File: src/rtl/cplx_butterfly.sv
module cplx_butterfly #(
  parameter int CW   = 16,
  parameter int FRAC = CW - 1
) (
  input  logic            clk,
  input  logic            rst_n,
  input  logic            in_valid,
  input  logic [2*CW-1:0] in_a,
  input  logic [2*CW-1:0] in_b,
  input  logic [2*CW-1:0] in_w,
  output logic            out_valid,
  output logic [2*CW-1:0] out_sum,
  output logic [2*CW-1:0] out_dif
);
  localparam int PW = 2 * CW;
  localparam int SW = PW + 1;
  localparam int RW = SW - FRAC;
  localparam logic signed [SW-1:0] HALF = SW'(1) << (FRAC - 1);
  localparam logic signed [RW-1:0] MAXV = RW'((2 ** (CW - 1)) - 1);
  localparam logic signed [RW-1:0] MINV = RW'(-(2 ** (CW - 1)));

  function automatic logic signed [CW-1:0] clamp(input logic signed [RW-1:0] x);
    if (x > MAXV) return MAXV[CW-1:0];
    if (x < MINV) return MINV[CW-1:0];
    return x[CW-1:0];
  endfunction

  logic signed [CW-1:0] br, bi, wr, wi;
  assign br = in_b[PW-1:CW];
  assign bi = in_b[CW-1:0];
  assign wr = in_w[PW-1:CW];
  assign wi = in_w[CW-1:0];

  // stage 1: four partial products
  logic                 v1;
  logic signed [PW-1:0] prr, pii, pri, pir;
  logic [PW-1:0]        a1;
  always_ff @(posedge clk) begin
    prr <= br * wr;
    pii <= bi * wi;
    pri <= br * wi;
    pir <= bi * wr;
    a1  <= in_a;
  end

  // stage 2: combine, round, clamp
  logic signed [SW-1:0] acc_re, acc_im;
  assign acc_re = SW'(prr) - SW'(pii) + HALF;
  assign acc_im = SW'(pri) + SW'(pir) + HALF;

  logic                 v2;
  logic signed [CW-1:0] m_re, m_im;
  logic [PW-1:0]        a2;
  always_ff @(posedge clk) begin
    m_re <= clamp(acc_re[SW-1:FRAC]);
    m_im <= clamp(acc_im[SW-1:FRAC]);
    a2   <= a1;
  end

  // stage 3: add, subtract, halve
  logic signed [CW:0] a2_re, a2_im, s_re, s_im, d_re, d_im;
  assign a2_re = (CW+1)'($signed(a2[PW-1:CW]));
  assign a2_im = (CW+1)'($signed(a2[CW-1:0]));
  assign s_re  = a2_re + (CW+1)'(m_re);
  assign s_im  = a2_im + (CW+1)'(m_im);
  assign d_re  = a2_re - (CW+1)'(m_re);
  assign d_im  = a2_im - (CW+1)'(m_im);

  always_ff @(posedge clk) begin
    out_sum <= {s_re[CW:1], s_im[CW:1]};
    out_dif <= {d_re[CW:1], d_im[CW:1]};
  end

  always_ff @(posedge clk or negedge rst_n) begin
    if (!rst_n) begin
      v1        <= 1'b0;
      v2        <= 1'b0;
      out_valid <= 1'b0;
    end else begin
      v1        <= in_valid;
      v2        <= v1;
      out_valid <= v2;
    end
  end

  // checks
  logic signed [CW:0] pair_re, pair_im;
  assign pair_re = (CW+1)'($signed(out_sum[PW-1:CW])) + (CW+1)'($signed(out_dif[PW-1:CW]));
  assign pair_im = (CW+1)'($signed(out_sum[CW-1:0])) + (CW+1)'($signed(out_dif[CW-1:0]));

  p_latency_r7: assert property (@(posedge clk) disable iff (!rst_n)
    in_valid |-> ##3 out_valid);

  p_bubble_r10: assert property (@(posedge clk) disable iff (!rst_n)
    !in_valid |-> ##3 !out_valid);

  p_halves_re_r5: assert property (@(posedge clk) disable iff (!rst_n)
    out_valid |-> (pair_re == $past(a2_re) || pair_re == $past(a2_re) - 1));

  p_halves_im_r6: assert property (@(posedge clk) disable iff (!rst_n)
    out_valid |-> (pair_im == $past(a2_im) || pair_im == $past(a2_im) - 1));

  p_reset_r9: assert property (@(posedge clk)
    !rst_n |=> !out_valid);
endmodule

File: config.mk
export PLATFORM = sky130hd
export DESIGN_NAME = cplx_butterfly
export DESIGN_NICKNAME = d
export VERILOG_FILES = /design/src/rtl/cplx_butterfly.sv
export SDC_FILE = /design/constraint.sdc
export NUM_CORES = 2
export LEC_CHECK = 0
export BUFFER_PORTS_ARGS = -buffer_cell sky130_fd_sc_hd__buf_4
export CORE_MARGIN = 8
export CORE_UTILIZATION = 26
export DETAILED_ROUTE_END_ITERATION = 16
export PLACE_DENSITY_LB_ADDON = 0.25
export SYNTH_ARGS = -nofsm -noshare
export SYNTH_HDL_FRONTEND = slang
export SYNTH_SLANG_ARGS = --single-unit
File: constraint.sdc
create_clock -name clk -period 3.15 [get_ports clk]
set_clock_uncertainty 0.2 [all_clocks]
set_input_delay 0.63 -clock clk [delete_from_list [all_inputs] [get_ports clk]]
set_output_delay 0.63 -clock clk [all_outputs]
set_load 0.005 [all_outputs]
After elaboration in Yosys (flattened, before gate mapping)
Cells that the tools add are included.
{"block": "classes", "n_eq_ne": 0, "addsub": 8, "n_lt_le_gt_ge": 4, "bitwise_logic": 0, "n_reduce_logical": 0, "mul": 4, "shift": 0, "mux": 14, "div": 0}
{"cell": "$mul 16x16->32", "count": 4}
{"cell": "$mux 16", "count": 8}
{"cell": "$add 33x16->33 const B", "count": 2}
{"cell": "$gt 18x16->1 const B", "count": 2}
{"cell": "$lt 18x16->1 const B", "count": 2}
{"cell": "$add 16x16->17", "count": 2}
{"cell": "$sub 16x16->17", "count": 2}
{"cell": "$add 32x32->33", "count": 1}
{"cell": "$sub 32x32->33", "count": 1}
{"cell": "$mux 1", "count": 6}
{"block": "totals", "memories": 0, "latchBits": 0, "out_inout_bits": 65, "ff_bits": 291, "input_bits": 99, "elab_cells": 43, "mem_bits_ro": 0, "ramBits": 0}

Depth between registers and ports, before layout
{"block": "logic_depth", "word_depth": 7, "mapped_depth": 24, "ltp_nobuf": 23}

Worst setup path before layout
OpenSTA, ideal clock, no wires.
{"block": "synth_path", "kind": "input -> register", "start": "input port in_w[18]", "end": "register pir[30]", "path_buffers": 1, "t_required_ps": 2878, "slack_ps": -3455, "stages": 23, "arrival_ps": 6333, "setup_ps": 72, "path_cell_list": "clkbuf_1 > and2_1 > fa_1 > inv_1 > fa_1 > fa_1 > inv_1 > fa_1 > fa_1 > inv_1 > fa_1 > inv_1 > ha_1 > a21o_1 > a21o_1 > a21o_1 > a211o_1 > a31o_1 > a221oi_2 > nor3_2 > a211o_1 > a21oi_2 > xnor2_1"}
{"block": "synth_via", "elab_chain_cells": 1}
{"item": "start: declaration", "line": "10", "rtl": "input logic [2*CW-1:0] in_w,"}
{"item": "$mul 16x16->32", "line": "42", "rtl": "pir <= bi * wr;"}
{"item": "end signal: assignment", "line": "42"}
{"item": "end: declaration", "line": "36", "rtl": "logic signed [PW-1:0] prr, pii, pri, pir;"}
Every way passes these cells.

Worst setup path after layout
{"block": "layout_path", "start": "input port in_w[20]", "end": "register pir[30]"}
The elaborated chain is that of the path after synthesis.

==> flow_summary_export.csv <==
group,metric,value,unit
critical_path,cp.required,3.47,ns
critical_path,critPathLaunchType,"input pin",
place,dpl.hpwl,125,mm
timing,setup_viol,138,
worst_hold_path,min_to,"a2[4]$_DFF_P_",
worst_hold_path,whs_path_depth,0,
global_routing,grt_max_degree,21,
critical_path,crit_arrival,6.21,ns
yosys,seq_area_frac_synth,0.114,
global_routing,grt_pass1_vias,42100,
finish,utilization,0.351,
yosys,syn-cell-area,51400,um^2
cts,clock_path_buffers,3,
yosys,syn_nets,7143,
worst_hold_path,worstHoldPathType,"reg -> reg",
worst_hold_path,hold_start,"a1[4]$_DFF_P_",
floorplan,rows,163,
finish,nets,8036,
timing,rsz0062_at_grt,"true",
cts,cts_tree,"yes",
cts,cts_sinks,291,
critical_path,rrSetupSlack,-0.28,ns
finish,drive_above_1_share,0.276,
floorplan,die_h,460,um
floorplan,core_area,197000,um^2
critical_path,worst-setup-path-type,"in -> reg",
critical_path,startpoint,"in_w[20]",
finish,syn_to_final_growth,34.7,%
drt,ant_nets,0,
place,io_buffers,163,
critical_path,crit_path_max_fanout,5,
cts,cts_buffers,40,
outcome,status,"finished, violations left",
yosys,ys_warn_count,0,
critical_path,critical_path.reg2reg.startpoint,"pir[3]$_DFF_P_",
floorplan,start_util,0.261,
place,place_worst_setup_slack,-3.61,ns
run,drv_cap,0,
cts,ctsRootBufferMaster,"clkbuf_16",
yosys,synth_area_per_cell,9.37,um^2
yosys,synth_cell_types,88,
critical_path,reg2reg_depth,14,
drt,drt_iter0_markers,1400,
timing,hold_viol,0,
finish,final.fill_count,20100,
drt,vias_per_cell,4.24,
cts,h-tree-depth,2,
floorplan,ios,164,
yosys,synthArstFlopShare,0.0103,
timing,slew_viol_final,0,
place,post_dp_cell_area,62500,um^2
place,place.gp.congestion,0.827,
drt,wirelength,148,mm
timing,fin_crit,5.88,ns
yosys,syn_inst,5482,
critical_path,setup.worst_path.end_class,"register",
finish,final_common_cell,"inv_1",
drt,vias,38300,
timing,finalCritPeriodShare,1.87,
floorplan,die_area,212000,um^2
global_routing,grt_pass1_wl,235,mm
timing,max_slew_margin,0.723,
floorplan,die_w,460,um
global_routing,grt-ovfl-total,0,
yosys,yosys_most_used_dff,"dfxtp_1",
global_routing,antenna_found_initial,7,
drt,drt_pre_antenna_iters,5,
cts,path_clk_slew,0.06,ns
finish,final_area,69200,um^2
timing,layout_setup_ws,-2.73,ns
outcome,violations,"setup timing",
cts,clk_latency,0.60,ns
drt,avgRoutedWirePerCell,16.3,um
global_routing,grt_usage,0.139,
yosys,synth_seq_cells,291,
finish,mostFrequentLayoutCells,"inv_1 (1178), fa_1 (998), buf_4 (713), nand2_1 (490), and2_1 (411)",
timing,fmax,0.170,GHz
critical_path,r2r_end,"m_im[3]$_SDFF_PN1_",
yosys,synth_edf_count,0,
timing,tightest_slew,0.406,ns
drt,route.detailed.drc,0,
[worst max-delay path by stage]
stage	end	slack [ns]	cells past startpoint
3_3_place_gp	pir[30]$_DFF_P_	-3.52	22
2_1_floorplan	pir[30]$_DFF_P_	-3.15	23
3_5_place_dp	prr[31]$_DFF_P_	-3.61	25
5_1_grt	pir[30]$_DFF_P_	-2.93	23
6_report	pir[30]$_DFF_P_	-2.73	23
4_1_cts	pri[30]$_DFF_P_	-2.77	24
[logic make-up (layout without fill, tap and decap cells)]
kind of cell    Yosys count  after routing  synth area share
fa+ha+maj              1562           1562             0.534
compound gates          490            490            0.0642
xor+xnor                217            217            0.0370
buf+inv                1486           2408             0.109
mux                       6              6           0.00124
flops                   291            291             0.114
simple gates           1430           1430             0.141
other cells               0              6                 0
[worst max-delay path, cell delays in order]
cell      delay (ns)
buf_16          0.13
and2_4          0.14
fa_1            0.55
inv_2           0.04
fa_1            0.47
fa_1            0.51
inv_1           0.05
fa_1            0.47
fa_1            0.49
inv_1           0.05
fa_1            0.49
inv_2           0.05
ha_4            0.20
a21o_1          0.15
a21o_1          0.18
a21o_1          0.19
a211o_1         0.25
a31o_1          0.24
a221oi_2        0.30
nor3_2          0.09
a211o_1         0.27
a21oi_2         0.13
xnor2_1         0.12
[Yosys cell counts (7+ instances only)]
| cell type | count | share of area |
|---|---|---|
| inv_1 | 1267 | 0.093 |
| fa_1 | 1052 | 0.41 |
| nand2_1 | 527 | 0.039 |
| ha_1 | 510 | 0.12 |
| and2_1 | 509 | 0.062 |
| dfxtp_1 | 288 | 0.11 |
| clkbuf_1 | 208 | 0.015 |
| xnor2_1 | 166 | 0.028 |
| a21oi_1 | 147 | 0.014 |
| nor2_1 | 143 | 0.010 |
| a21o_1 | 74 | 0.011 |
| o21ai_0 | 67 | 0.0065 |
| xor2_1 | 51 | 0.0087 |
| nand2b_1 | 49 | 0.0060 |
| nor3_1 | 49 | 0.0048 |
| nand3_1 | 33 | 0.0032 |
| o21bai_1 | 30 | 0.0044 |
| and3_1 | 26 | 0.0032 |
| nor2b_1 | 26 | 0.0032 |
| o21a_1 | 21 | 0.0031 |
| or3_1 | 17 | 0.0021 |
| o22ai_1 | 16 | 0.0019 |
| a31oi_1 | 15 | 0.0018 |
| nand4_1 | 13 | 0.0016 |
| o211ai_1 | 12 | 0.0018 |
| a211oi_1 | 11 | 0.0016 |
| a211o_1 | 10 | 0.0017 |
| nand3b_1 | 10 | 0.0015 |
| o21ai_1 | 9 | 0.00088 |
| o2111ai_1 | 7 | 0.0012 |
| o31ai_1 | 7 | 0.0010 |
[through the flow]
step	hold slack [ns]	std cells	setup TNS, ns
2_1_floorplan	0.110	5482	-221.90
3_3_place_gp	0.114	8800	-305.45
3_5_place_dp	0.112	8800	-307.56
4_1_cts	0.0945	8970	-221.98
5_1_grt	0.0992	9045	-242.43
6_report	0.100	9050	-224.05
[metal layers]
metal,routed length (um),GRT usage,share of wire,vias to the layer above
met4,4830,0.0412,0.033,2
met5,14,0,0.000095,-
met1,66900,0.187,0.45,19400
met2,70600,0.236,0.48,529
met3,5320,0.0161,0.036,146
li1,-,-,-,18200
[repair_timing]
action                                  CTS  global route
hold endpoints to repair                 36             0
hold buffers                             34             0
resized for setup                       417           463
cloned                                    3             9
buffers inserted                         83            88
pin swaps                               197           307
endpoints found under the setup margin  143           147
[layout make-up]
class / count / area [um^2] / area share
Inverter: 1267 / 4760 / 0.0689
Clock buffer: 47 / 1060 / 0.0153
Tap cell: 2640 / 3300 / 0.0478
Antenna cell: 6 / 15.0 / 0.000217
Timing Repair Buffer: 1070 / 10600 / 0.153
Multi-Input combinational cell: 3705 / 43300 / 0.626
Sequential cell: 291 / 5850 / 0.0846
Clock inverter: 24 / 299 / 0.00432
[state kept, by name (all words and copies together) (netlist names)]
name / count
out_dif: 32
a1: 32
prr: 32
pir: 32
a2: 32
out_sum: 32
m_re: 16
out_valid: 1
v1: 1
v2: 1
m_im: 16
pri: 32
pii: 32
Power is left out: the tool's default activity adds up to more than one toggle a clock period on the data nets, which glitch-free logic cannot reach.
